File: config.mk
export PLATFORM = sky130hd
export DESIGN_NAME = qmix_top
export DESIGN_NICKNAME = d
export VERILOG_FILES = /design/src/rtl/qmix_pkg.sv /design/src/rtl/qmix_phase_fsm.sv /design/src/rtl/qmix_term.sv /design/src/rtl/qmix_route.sv /design/src/rtl/qmix_top.sv
export SDC_FILE = /design/constraint.sdc
export NUM_CORES = 1
export LEC_CHECK = 0
export ABC_AREA = 1
export BUFFER_PORTS_ARGS = -buffer_cell sky130_fd_sc_hd__buf_2
export CORE_AREA = 3 3 103 105
export CTS_BUF_LIST = sky130_fd_sc_hd__clkbuf_8
export DETAILED_ROUTE_END_ITERATION = 16
export DIE_AREA = 0 0 106 108
export PLACE_DENSITY_LB_ADDON = 0.2
export SLEW_MARGIN = 20
export SYNTH_ARGS = -nofsm -noshare
export SYNTH_HDL_FRONTEND = slang
export SYNTH_SLANG_ARGS = --single-unit
File: constraint.sdc
create_clock -name clk -period 2.75 [get_ports clk]
set_clock_uncertainty 0.15 [all_clocks]
set_input_delay 0.1375 -clock clk [delete_from_list [all_inputs] [get_ports clk]]
set_output_delay 0.1375 -clock clk [all_outputs]
set_load 0.02 [all_outputs]
File: src/rtl/qmix_pkg.sv
package qmix_pkg;
    typedef enum logic [1:0] {
        MODE_DUAL = 2'b00,
        MODE_QMOD = 2'b01,
        MODE_SSB  = 2'b10,
        MODE_ALT  = 2'b11
    } mode_e;

    typedef enum logic [1:0] {
        PH0 = 2'd0,
        PH1 = 2'd1,
        PH2 = 2'd2,
        PH3 = 2'd3
    } phase_e;
endpackage

File: src/rtl/qmix_phase_fsm.sv
module qmix_phase_fsm
    import qmix_pkg::*;
(
    input  logic       clk,
    input  logic       rst_n,
    input  logic [1:0] mode_i,
    output phase_e     phase_o
);
    phase_e     cur_q;
    phase_e     nxt;
    logic [1:0] mode_q;
    logic       restart;

    // restart when mode differs from the mode of the previous cycle
    always_comb begin
        restart = (mode_i != mode_q);
        phase_o = restart ? PH0 : cur_q;
        unique case (phase_o)
            PH0: nxt = PH1;
            PH1: nxt = PH2;
            PH2: nxt = PH3;
            PH3: nxt = PH0;
        endcase
    end

    always_ff @(posedge clk) begin
        if (!rst_n) begin
            cur_q  <= PH0;
            mode_q <= MODE_DUAL;
        end else begin
            cur_q  <= nxt;
            mode_q <= mode_i;
        end
    end


    phase_restart_chk: assert property (@(posedge clk) disable iff (!rst_n)
        restart |=> (cur_q == PH1));
endmodule

File: src/rtl/qmix_term.sv
module qmix_term
    import qmix_pkg::*;
#(
    parameter int DW = 16
) (
    input  logic signed [DW-1:0] i_i,
    input  logic signed [DW-1:0] q_i,
    input  phase_e               phase_i,
    input  logic                 rev_i,
    output logic signed [DW-1:0] mix_o,
    output logic signed [DW-1:0] hil_o
);
    localparam logic signed [DW-1:0] MINV = {1'b1, {(DW-1){1'b0}}};

    function automatic logic signed [DW-1:0] sneg(input logic signed [DW-1:0] x);
        return (x == MINV) ? ~x : -x;
    endfunction

    // mix = I*cos - Q*sin, hil = I*sin + Q*cos; rev flips the sine sign
    always_comb begin
        unique case (phase_i)
            PH0: begin
                mix_o = i_i;
                hil_o = q_i;
            end
            PH1: begin
                mix_o = rev_i ? q_i : sneg(q_i);
                hil_o = rev_i ? sneg(i_i) : i_i;
            end
            PH2: begin
                mix_o = sneg(i_i);
                hil_o = sneg(q_i);
            end
            PH3: begin
                mix_o = rev_i ? sneg(q_i) : q_i;
                hil_o = rev_i ? i_i : sneg(i_i);
            end
        endcase
    end
endmodule

File: src/rtl/qmix_route.sv
module qmix_route
    import qmix_pkg::*;
#(
    parameter int DW = 16
) (
    input  logic                 clk,
    input  logic                 rst_n,
    input  logic [1:0]           mode_i,
    input  logic                 inv_i,
    input  logic signed [DW-1:0] i_i,
    input  logic signed [DW-1:0] q_i,
    input  logic signed [DW-1:0] mix_i,
    input  logic signed [DW-1:0] hil_i,
    output logic signed [DW-1:0] a_o,
    output logic signed [DW-1:0] b_o
);
    localparam logic signed [DW-1:0] MINV = {1'b1, {(DW-1){1'b0}}};

    logic signed [DW-1:0] a_nxt, b_nxt;

    function automatic logic signed [DW-1:0] sneg(input logic signed [DW-1:0] x);
        return (x == MINV) ? ~x : -x;
    endfunction

    always_comb begin
        unique case (mode_i)
            MODE_QMOD: begin
                a_nxt = '0;
                b_nxt = mix_i;
            end
            MODE_SSB: begin
                a_nxt = mix_i;
                b_nxt = inv_i ? sneg(hil_i) : hil_i;
            end
            default: begin
                a_nxt = i_i;
                b_nxt = q_i;
            end
        endcase
    end

    always_ff @(posedge clk) begin
        if (!rst_n) begin
            a_o <= '0;
            b_o <= '0;
        end else begin
            a_o <= a_nxt;
            b_o <= b_nxt;
        end
    end


    a_off_chk: assert property (@(posedge clk) disable iff (!rst_n)
        (mode_i == MODE_QMOD) |=> (a_o == '0));


    dual_pass_chk: assert property (@(posedge clk) disable iff (!rst_n)
        (mode_i == MODE_DUAL || mode_i == MODE_ALT) |=>
        (a_o == $past(i_i) && b_o == $past(q_i)));


    ssb_nomin_chk: assert property (@(posedge clk) disable iff (!rst_n)
        (mode_i == MODE_SSB && inv_i) |=> (b_o != MINV));
endmodule

File: src/rtl/qmix_top.sv
module qmix_top
    import qmix_pkg::*;
#(
    parameter int DW = 16
) (
    input  logic                 clk,
    input  logic                 rst_n,
    input  logic signed [DW-1:0] i_in,
    input  logic signed [DW-1:0] q_in,
    input  logic [1:0]           mode,
    input  logic                 rev_spec,
    input  logic                 usb_inv,
    output logic signed [DW-1:0] a_out,
    output logic signed [DW-1:0] b_out
);
    phase_e               phase;
    logic signed [DW-1:0] mix, hil;

    qmix_phase_fsm u_fsm (
        .clk     (clk),
        .rst_n   (rst_n),
        .mode_i  (mode),
        .phase_o (phase)
    );

    qmix_term #(.DW(DW)) u_term (
        .i_i     (i_in),
        .q_i     (q_in),
        .phase_i (phase),
        .rev_i   (rev_spec),
        .mix_o   (mix),
        .hil_o   (hil)
    );

    qmix_route #(.DW(DW)) u_route (
        .clk    (clk),
        .rst_n  (rst_n),
        .mode_i (mode),
        .inv_i  (usb_inv),
        .i_i    (i_in),
        .q_i    (q_in),
        .mix_i  (mix),
        .hil_i  (hil),
        .a_o    (a_out),
        .b_o    (b_out)
    );
endmodule

==> reports/qor.yml <==
run_status:
  outcome: "finished with violations"
  violations: "setup timing"
pwr:
  power_w: 0.00222
  power.density_nw_per_um2: 322
  ir_worst_vdd_uv: 275
  power_leakage_nw: 3.41
global_route:
  antenna_found_initial: 0
  met3_usage: 0.0645
  grt_overflow: 0
  top_usage_layer: "met2"
  grtUsageMet1: 0.429
  grt_max_degree: 51
  grt.met2_usage: 0.537
  grt_pass1_wl_um: 30200
  grt_pass1_vias: 6180
  grt_usage: 0.333
final_layout:
  stdcell_count: 1210
  nFillCells: 866
  nets: 1123
  final_common_cell: "nand2_1"
  final_util: 0.707
  syn2layout_area_growth_pct: 42.0
  diodes: 0
  finalInstanceArea_sq_um: 6880
  layout_common_cells: "nand2_1, buf_4, nand3_1"
  drive_gt1_frac: 0.330
place:
  dp.cells: 1169
  port_buffers: 69
  dpl.hpwl_um: 14500
  gp_congestion: 1.01
  preCtsSetupSlack_ns: -0.193
  place_area_sq_um: 6070
synth:
  syn_avg_cell_area_sq_um: 5.37
  syn_area_sq_um: 4840
  synth_top_family_by_area: "simple AND/OR/NAND/NOR gates"
  synthTopCellsByArea: "nand2_1, dfxtp_1, nand3_1"
  synth-seq-cells: 36
  syn_inst: 902
  syn_nets: 949
  synthAdderAreaFrac: 0.0232
  synth_top_area_frac: 0.215
  yosysTopAreaCell: "nand2_1"
  muxShareOfSynthArea: 0
  ys_warn_count: 0
  synth_cell_types: 34
  async_flop_share: 0
  yosysSeqAreaShare: 0.149
  synth_edf_count: 0
  synthXorXnorAreaFrac: 0.0287
  synth_compound_area_frac: 0.221
  ys.flop_type: "dfxtp_1"
  synth_simple_gate_area_frac: 0.449
sta:
  max_freq_mhz: 347
  post-route-period-util: 1.05
  maxSlewViolCount: 0
  final_hold_viol_count: 0
  slew_headroom: 0.569
  tightestPinTransition_ns: 0.643
  postLayoutSetupSlackWorst_ns: -0.129
  rsz0062_at_grt: "yes"
  setup-violations-final: 14
  period_needed_ns: 2.88
drt:
  vias: 6894
  first_pass_iters: 6
  drt_iter0_markers: 737
  wire_per_inst_um: 16.2
  via_per_inst: 5.70
  routed_wl_um: 19600
  final_antenna_net_count: 0
  drcViolationCount: 0
clocking:
  numClockSinks: 36
  clock_path_buffers: 2
  clk_pin_slew_ns: 0.10
  cts_root_buffer: "clkbuf_8"
  numCtsBuffers: 5
  htreeDepth: 2
  cts_tree: "yes"
  clock_latency_ns: 0.32
floorplanning:
  ios: 70
  die_area_sq_um: 11400
  core-area_sq_um: 9730
  num_rows: 36
  die_h_um: 108
  start_util: 0.498
  die_w_um: 106
setup_path:
  critPathArrivalTime_ns: 2.97
  cp-start-kind: "flip-flop"
  critPathRequiredTime_ns: 2.84
  crit_fanout: 4
  end_kind: "flip-flop"
  worstSetupPathType: "flip-flop to flip-flop"
job:
  drv_cap: 0
hold_path:
  holdCritPathClass: "input pin to flip-flop"
## synth_stat cells (all sizes together), types with 4 or more instances
cell / number
o21bai: 5
xor2: 11
inv: 104
nand2: 289
clkbuf: 26
xnor2: 4
nor2: 76
o21ai: 68
a21oi: 106
nand4: 5
nand3b: 4
buf: 20
o2111ai: 5
dfxtp: 36
nand3: 118
o211ai: 13
ha: 9
## metrics by stage
stage / hold WS, ns / TNS (ns)
final: 0.00554 / -0.778
after global routing: 0.0277 / -3.33
after CTS: 0.00667 / 0
after detailed placement: 0.308 / -1.68
after global placement: 0.308 / -1.01
after floorplan: 0.0810 / -0.00553
## report_power, final
group,switching [W],internal [W],leakage [nW],total (W)
clock network,0.000244,0.000274,0.0548,0.000517
logic,0.000688,0.000438,3.06,0.00113
registers,0.00000896,0.000563,0.299,0.000572
total,0.000941,0.00128,3.41,0.00222
## cell families after synthesis
family,count (synthesis)
xor gates and xnor gates,15
and+or+nand+nor,492
AOI/OAI and AO/OA,197
buffers and inverters,153
adders and majority gates,9
DFF,36
## worst paths after layout
check	cells past startpoint	from	end	slack, ns
worst max-delay path	20	u_fsm.mode_q[1]$_SDFF_PN0_	u_route.b_o[15]$_SDFF_PN0_	-0.13
worst min-delay path	4	mode[0]	u_fsm.mode_q[0]$_SDFF_PN0_	0.006
worst max register to register	20	u_fsm.mode_q[1]$_SDFF_PN0_	u_route.b_o[15]$_SDFF_PN0_	-0.13
worst min register to register	4	u_fsm.cur_q[1]$_SDFF_PN0_	u_fsm.cur_q[1]$_SDFF_PN0_	0.55
## worst max-delay path, cell delays in order (launching register included)
cell	delay, ns
dfxtp_2	0.34
xnor2_2	0.19
nand2_1	0.10
nor2_2	0.16
buf_6	0.14
ha_4	0.15
buf_4	0.13
inv_4	0.05
buf_4	0.13
a21oi_1	0.13
o21ai_1	0.10
nand3_1	0.14
nand2_2	0.11
nand2_4	0.09
nor2_4	0.04
nand3_4	0.10
nor2_4	0.06
buf_4	0.14
a21oi_2	0.11
nand3_1	0.08
a21oi_1	0.14
## state kept, by name, indices dropped and copies added, names as in the netlist
register and count:
u_route.a_o 16, u_fsm.cur_q 2, u_fsm.mode_q 2, u_route.b_o 16
## per-layer routing
metal  vias to the layer above  routed length [um]
li1                       3286                   -
met1                      3066                7740
met2                       456                8590
met3                        86                2150
met4                         0                1150
met5                         -                   0
## cell type report
cell class	instances	area, sq um	area share
sequential	36	723	0.105
tap	133	166	0.0242
multi-input combinational	713	3920	0.570
inverter	107	417	0.0606
timing repair inverter	3	22.5	0.00327
clock buffer	5	68.8	0.0100
timing repair buffer	210	1520	0.220
clock inverter	3	46.3	0.00673
## what timing repair did
item | 4_1_cts | 5_1_grt
cloned | 3 | 1
pin swaps | 8 | 53
buffers inserted | 10 | 19
setup endpoints to repair | 16 | 17
hold buffers | 2 | 0
endpoints found under the hold margin | 2 | 0
resized for setup | 26 | 86
No activity file was read; power rests on OpenSTA's default activity.
